===== config.mk =====
export PLATFORM = sky130hd
export DESIGN_NAME = cfg_upgrade_tracker
export DESIGN_NICKNAME = d
export VERILOG_FILES = /design/src/rtl/cut_pkg.sv /design/src/rtl/cut_wdog.sv /design/src/rtl/cut_cause_arb.sv /design/src/rtl/cut_msm.sv /design/src/rtl/cfg_upgrade_tracker.sv
export SDC_FILE = /design/constraint.sdc
export NUM_CORES = 1
export LEC_CHECK = 0
export ABC_AREA = 1
export BUFFER_PORTS_ARGS = -buffer_cell sky130_fd_sc_hd__clkbuf_2
export CELL_PAD_IN_SITES_DETAIL_PLACEMENT = 0
export CELL_PAD_IN_SITES_GLOBAL_PLACEMENT = 2
export CORE_UTILIZATION = 27
export CTS_CLUSTER_SIZE = 20
export DETAILED_ROUTE_END_ITERATION = 6
export HOLD_SLACK_MARGIN = 0.02
export PLACE_DENSITY_LB_ADDON = 0.1
export SYNTH_ARGS = -nofsm -noshare
export SYNTH_HDL_FRONTEND = slang
export SYNTH_SLANG_ARGS = --single-unit

===== constraint.sdc =====
create_clock -name clk -period 2.58 [get_ports clk]
set_clock_uncertainty 0.2 [all_clocks]
set_input_delay 0.387 -clock clk [delete_from_list [all_inputs] [get_ports clk]]
set_output_delay 0.387 -clock clk [all_outputs]
set_load 0.01 [all_outputs]

===== src/rtl/cut_pkg.sv =====
package cut_pkg;

  localparam int CODE_W = 4;

  typedef enum logic [CODE_W-1:0] {
    ST_LOAD0    = 4'b0010,
    ST_LOAD1_FB = 4'b0011,
    ST_LOAD1    = 4'b0100,
    ST_LOAD0_FB = 4'b0101,
    ST_RUN0     = 4'b1000,
    ST_RUN1     = 4'b1001
  } msm_e;

  // cause flag order, highest index wins
  localparam int CZ_WD   = 0;
  localparam int CZ_STAT = 1;
  localparam int CZ_CRC  = 2;
  localparam int CZ_EXT  = 3;
  localparam int CZ_N    = 4;

  function automatic logic is_run(msm_e s);
    return (s == ST_RUN0) || (s == ST_RUN1);
  endfunction

  function automatic logic image_of(msm_e s);
    return (s == ST_LOAD1) || (s == ST_LOAD1_FB) || (s == ST_RUN1);
  endfunction

  function automatic msm_e normal_load(logic img);
    return img ? ST_LOAD1 : ST_LOAD0;
  endfunction

  // fallback targets the image other than the failing one
  function automatic msm_e fallback_load(logic failed_img);
    return failed_img ? ST_LOAD0_FB : ST_LOAD1_FB;
  endfunction

  function automatic msm_e run_of(logic img);
    return img ? ST_RUN1 : ST_RUN0;
  endfunction

endpackage


===== src/rtl/cut_wdog.sv =====
module cut_wdog #(
  parameter int TMO_W = 29
) (
  input  logic             clk,
  input  logic             rst,
  input  logic             run_i,
  input  logic             kick_i,
  input  logic [TMO_W-1:0] tmo_i,
  output logic             fire_o
);

  logic [TMO_W-1:0] cnt_q;

  always_ff @(posedge clk) begin
    if (rst || !run_i || kick_i) begin
      cnt_q <= '0;
    end else begin
      cnt_q <= cnt_q + 1'b1;
    end
  end

  assign fire_o = run_i && !kick_i && (cnt_q == tmo_i);

endmodule


===== src/rtl/cut_cause_arb.sv =====
module cut_cause_arb
  import cut_pkg::*;
(
  input  logic            ext_i,
  input  logic            crc_i,
  input  logic            stat_i,
  input  logic            wd_i,
  input  logic            user_i,
  output logic            evt_o,
  output logic            fallback_o,
  output logic [CZ_N-1:0] flags_o
);

  logic [CZ_N-1:0] raw;

  always_comb begin
    raw          = '0;
    raw[CZ_EXT]  = ext_i;
    raw[CZ_CRC]  = crc_i;
    raw[CZ_STAT] = stat_i;
    raw[CZ_WD]   = wd_i;
  end

  // keep only the highest set cause
  always_comb begin
    flags_o = '0;
    for (int i = 0; i < CZ_N; i++) begin
      if (raw[i]) begin
        flags_o    = '0;
        flags_o[i] = 1'b1;
      end
    end
  end

  assign evt_o      = (|raw) || user_i;
  assign fallback_o = flags_o[CZ_CRC] || flags_o[CZ_STAT] || flags_o[CZ_WD];

endmodule


===== src/rtl/cut_msm.sv =====
module cut_msm
  import cut_pkg::*;
(
  input  logic clk,
  input  logic rst,
  input  logic evt_i,
  input  logic fallback_i,
  input  logic img_sel_i,
  input  logic load_done_i,
  output msm_e state_o
);

  msm_e state_q;
  msm_e state_d;

  always_comb begin
    state_d = state_q;
    if (evt_i) begin
      if (fallback_i) begin
        state_d = fallback_load(image_of(state_q));
      end else begin
        state_d = normal_load(img_sel_i);
      end
    end else if (load_done_i && !is_run(state_q)) begin
      state_d = run_of(image_of(state_q));
    end
  end

  always_ff @(posedge clk) begin
    if (rst) begin
      state_q <= ST_LOAD0;
    end else begin
      state_q <= state_d;
    end
  end

  assign state_o = state_q;

endmodule


===== src/rtl/cfg_upgrade_tracker.sv =====
module cfg_upgrade_tracker
  import cut_pkg::*;
#(
  parameter int TMO_W  = 29,
  parameter int PREV_W = 32
) (
  input  logic                      clk,
  input  logic                      rst,
  input  logic                      ext_cfg_i,
  input  logic                      crc_err_i,
  input  logic                      stat_err_i,
  input  logic                      user_cfg_i,
  input  logic                      img_sel_i,
  input  logic                      load_done_i,
  input  logic                      wd_kick_i,
  input  logic                      wd_en_i,
  input  logic [TMO_W-1:0]          wd_tmo_i,
  output logic [CODE_W+TMO_W:0]     cur_state_o,
  output logic [PREV_W-1:0]         prev_state_o
);

  localparam int FLAG_LO = PREV_W - CZ_N;
  localparam int SNAP_LO = FLAG_LO - 2 - CODE_W;

  msm_e            state;
  logic            en_q;
  logic [TMO_W-1:0] tmo_q;
  logic            wd_fire;
  logic            evt;
  logic            fallback;
  logic [CZ_N-1:0] flags;
  logic [PREV_W-1:0] prev_q;

  always_ff @(posedge clk) begin
    if (rst) begin
      en_q  <= 1'b0;
      tmo_q <= '0;
    end else begin
      en_q  <= wd_en_i;
      tmo_q <= wd_tmo_i;
    end
  end

  cut_wdog #(.TMO_W(TMO_W)) u_wdog (
    .clk    (clk),
    .rst    (rst),
    .run_i  (en_q && is_run(state)),
    .kick_i (wd_kick_i),
    .tmo_i  (tmo_q),
    .fire_o (wd_fire)
  );

  cut_cause_arb u_arb (
    .ext_i      (ext_cfg_i),
    .crc_i      (crc_err_i),
    .stat_i     (stat_err_i),
    .wd_i       (wd_fire),
    .user_i     (user_cfg_i),
    .evt_o      (evt),
    .fallback_o (fallback),
    .flags_o    (flags)
  );

  cut_msm u_msm (
    .clk         (clk),
    .rst         (rst),
    .evt_i       (evt),
    .fallback_i  (fallback),
    .img_sel_i   (img_sel_i),
    .load_done_i (load_done_i),
    .state_o     (state)
  );

  always_ff @(posedge clk) begin
    if (rst) begin
      prev_q <= '0;
      prev_q[SNAP_LO +: CODE_W] <= ST_LOAD0;
    end else if (evt) begin
      prev_q <= '0;
      prev_q[FLAG_LO +: CZ_N]   <= flags;
      prev_q[SNAP_LO +: CODE_W] <= state;
    end
  end

  assign cur_state_o  = {state, en_q, tmo_q};
  assign prev_state_o = prev_q;

endmodule


==> flow_summary_export.csv <==
group,metric,value,unit
outcome,outcome,"completed",
route,drt_first_pass_iters,4,
timing,fmax,479,MHz
place,globalplace.congestion,0.723,
cts,cts-root-buf,"clkbuf_16",
floorplan,fp.dieH,116,um
global_routing,grt-ovfl-total,0,
timing,final_max_slew_viol_count,0,
synthesis,yosys.area_share.adder,0.00356,
cells_and_area,fin_cells,786,
cells_and_area,layout-drive-gt1-share,0.205,
cells_and_area,final_net_count,649,
timing,fin_crit,2090,ps
place,place_area,4030,um^2
cts,clkTransAtPathRegs,60,ps
job,timing.max_cap.violations,0,
route,drt_iter0_markers,92,
setup_path,critPathCaptureType,"flop",
place,dpl.hpwl,6.76,mm
synthesis,synth_xor_area_frac,0.0424,
route,ant_nets,0,
setup_path,critical_path_arrival,2120,ps
floorplan,rows,41,
synthesis,ys_seq_elements,71,
cts,post_cts_buffers,0,
timing,hold_viol,0,
timing,finalSetupViolCount,0,
route,drc,0,
global_routing,grtUsageTotal,0.145,
route,wl,9.02,mm
timing,rsz0062_at_grt,"no",
synthesis,synth-compound-area-share,0.0592,
synthesis,synth_top_family_by_area,"simple AND/OR/NAND/NOR gates",
route,wire_per_inst,11.5,um
cts,cts_max_path_buffers,2,
cells_and_area,postLayoutCellArea,4480,um^2
place,port_buffers,80,
synthesis,avgSynthCellArea,6.95,um^2
global_routing,antenna_found_initial,0,
global_routing,grt_pass1_wl,14.3,mm
floorplan,core-area,12700,um^2
cells_and_area,area_growth,27.6,%
cells_and_area,nFillCells,1409,
setup_path,required,2610,ps
synthesis,yosys_warnings,0,
route,num_vias,3144,
setup_path,crit_chain,"ha_1, nand3_2, nor2_4, nand2_4, nor2_8, nand2_4, nor3_1, nand2_1, o21ai_0, a21oi_1",
setup_path,cpMostUsedCell,"nand2_4",
pwr,p_leak,0.00215,uW
floorplan,die_w,116,um
synthesis,synth_top_area_cell,"dfxtp_1",
cts,clock_latency,350,ps
floorplan,io_pins,105,
cts,clock-sinks,71,
cts,cts_tree,"built",
cells_and_area,antenna_cells,0,
route,viasPerCell,4.00,
pwr,power-per-cell-area,574,nW/um^2
floorplan,start_util,0.277,
synthesis,synth_area,3510,um^2
setup_path,crit_buf_inv,0,
cts,htreeDepth,3,
place,dp.cells,753,
timing,worst_slew_pin_slew,538,ps
synthesis,synth_top_area_frac,0.405,
synthesis,synth.area.top_cells,"dfxtp_1, nand2_1, inv_1",
setup_path,slowest_delay,420,ps
setup_path,crit_type,"flop to flop",
pwr,peakVddDrop,0.239,mV
timing,fin_tns_setup,0,ps
place,preCtsSetupSlack,480,ps
setup_path,critPathLaunchType,"flop",
timing,period_share,0.810,
timing,maxSlewHeadroom,0.638,
setup_path,worstPathMaxFanout,5,
setup_path,cpMaxStageDelayCell,"dfxtp_1",
synthesis,ys_seq_area_frac,0.405,
floorplan,die-area,13500,um^2
cells_and_area,utilization,0.354,
cts,numCtsBuffers,9,
worst_hold_path,min_path_type,"input pin to flop",
global_routing,grt_max_degree,37,
synthesis,synthSimpleGateAreaFrac,0.325,
synthesis,synthCells,505,
timing,setup_slack,491,ps
global_routing,first_global_vias,2875,
setup_path,cp_top_family,"simple AND/OR/NAND/NOR gates",
synthesis,ys_types,30,
synthesis,muxShareOfSynthArea,0,
## tightest hold or removal path, cell delays in order
cell and delay (ps):
clkbuf_2 80, inv_1 40, nor2_1 30
## synth_stat cells, drive strengths merged
| master | n |
|---|---|
| nor3 | 12 |
| a211oi | 1 |
| nand3 | 14 |
| o21a | 1 |
| dfxtp | 71 |
| conb | 1 |
| o211ai | 1 |
| a21oi | 24 |
| xor2 | 5 |
| nor4 | 2 |
| nand3b | 1 |
| nand4 | 10 |
| xnor2 | 12 |
| o21ai | 13 |
| inv | 97 |
| ha | 1 |
| clkbuf | 4 |
| or2 | 2 |
| buf | 27 |
| nor2 | 79 |
| nand2 | 127 |
## power breakdown
group	internal, uW	switching, uW
Sequential	1130	28.5
Clock	697	497
Combinational	96.2	120
## per-layer routing
layer	wire [um]	up-vias	share of wire	global-route usage
met2	3990	64	0.44	0.220
li1	-	1692	-	-
met3	295	12	0.033	0.0361
met5	0	-	0	0
met1	4530	1376	0.50	0.189
met4	201	0	0.022	0.0769
## placed cells by master (no fill, tap or decap), types with 4 or more instances in the layout
cell type / instances
nand2_4: 4
dfxtp_1: 71
xor2_1: 5
conb_1: 24
nor3_1: 10
buf_4: 4
nand2_1: 118
clkbuf_16: 9
nand4_1: 10
nand2_2: 5
nor2_1: 66
o21ai_0: 13
clkinv_2: 4
nor2_4: 7
dlygate4sd3_1: 17
nor2_2: 5
clkbuf_2: 80
inv_1: 97
a21oi_1: 24
xnor2_1: 12
nand3_1: 12
## logic make-up (layout without fill, tap and decap cells)
family,Yosys count,in the layout
XOR/XNOR,17,17
flip-flops,71,71
AO/OA/AOI/OAI,40,40
AND/OR/NAND/NOR,247,247
buffers and inverters,128,214
other,1,24
adder cells (fa/ha/maj),1,1
## state kept, by name, indices dropped and copies added, names as in the netlist
register,count
tmo_q,29
u_wdog.cnt_q,29
prev_state_o,8
u_msm.state_o,4
en_q,1
## path summary, 6_finish.rpt
check | from | end | slack (ps) | cells past startpoint
max | u_wdog.cnt_q[0] | u_wdog.cnt_q[18] | 490 | 10
min | wd_tmo_i[16] | tmo_q[16] | 30 | 3
max reg2reg | u_wdog.cnt_q[0] | u_wdog.cnt_q[18] | 490 | 10
min reg2reg | prev_state_o[31] | prev_state_o[31] | 260 | 2
## stage by stage
stage / hold WS [ps] / power (uW)
global placement: 251 / 1380
floorplan: 251 / 1320
finish: 31.9 / 2570
detailed placement: 256 / 1380
CTS: 20.9 / 2610
global route: 21.1 / 2690
## final cells by class
class                      count  area [um^2]  area share
clock buffer                  12          256      0.0573
clock inverter                 4         20.0     0.00447
inverter                      97          364      0.0813
multi-input combinational    329         1600       0.358
sequential                    71         1420       0.317
tap                          172          215      0.0480
timing repair buffer         101          601       0.134
## what timing repair did
action                                 4_1_cts  5_1_grt
hold buffers                                17        0
gates resized for setup                      0        0
endpoints found under the hold margin       17        0
Note: power is estimated with default switching activity, not from simulation.
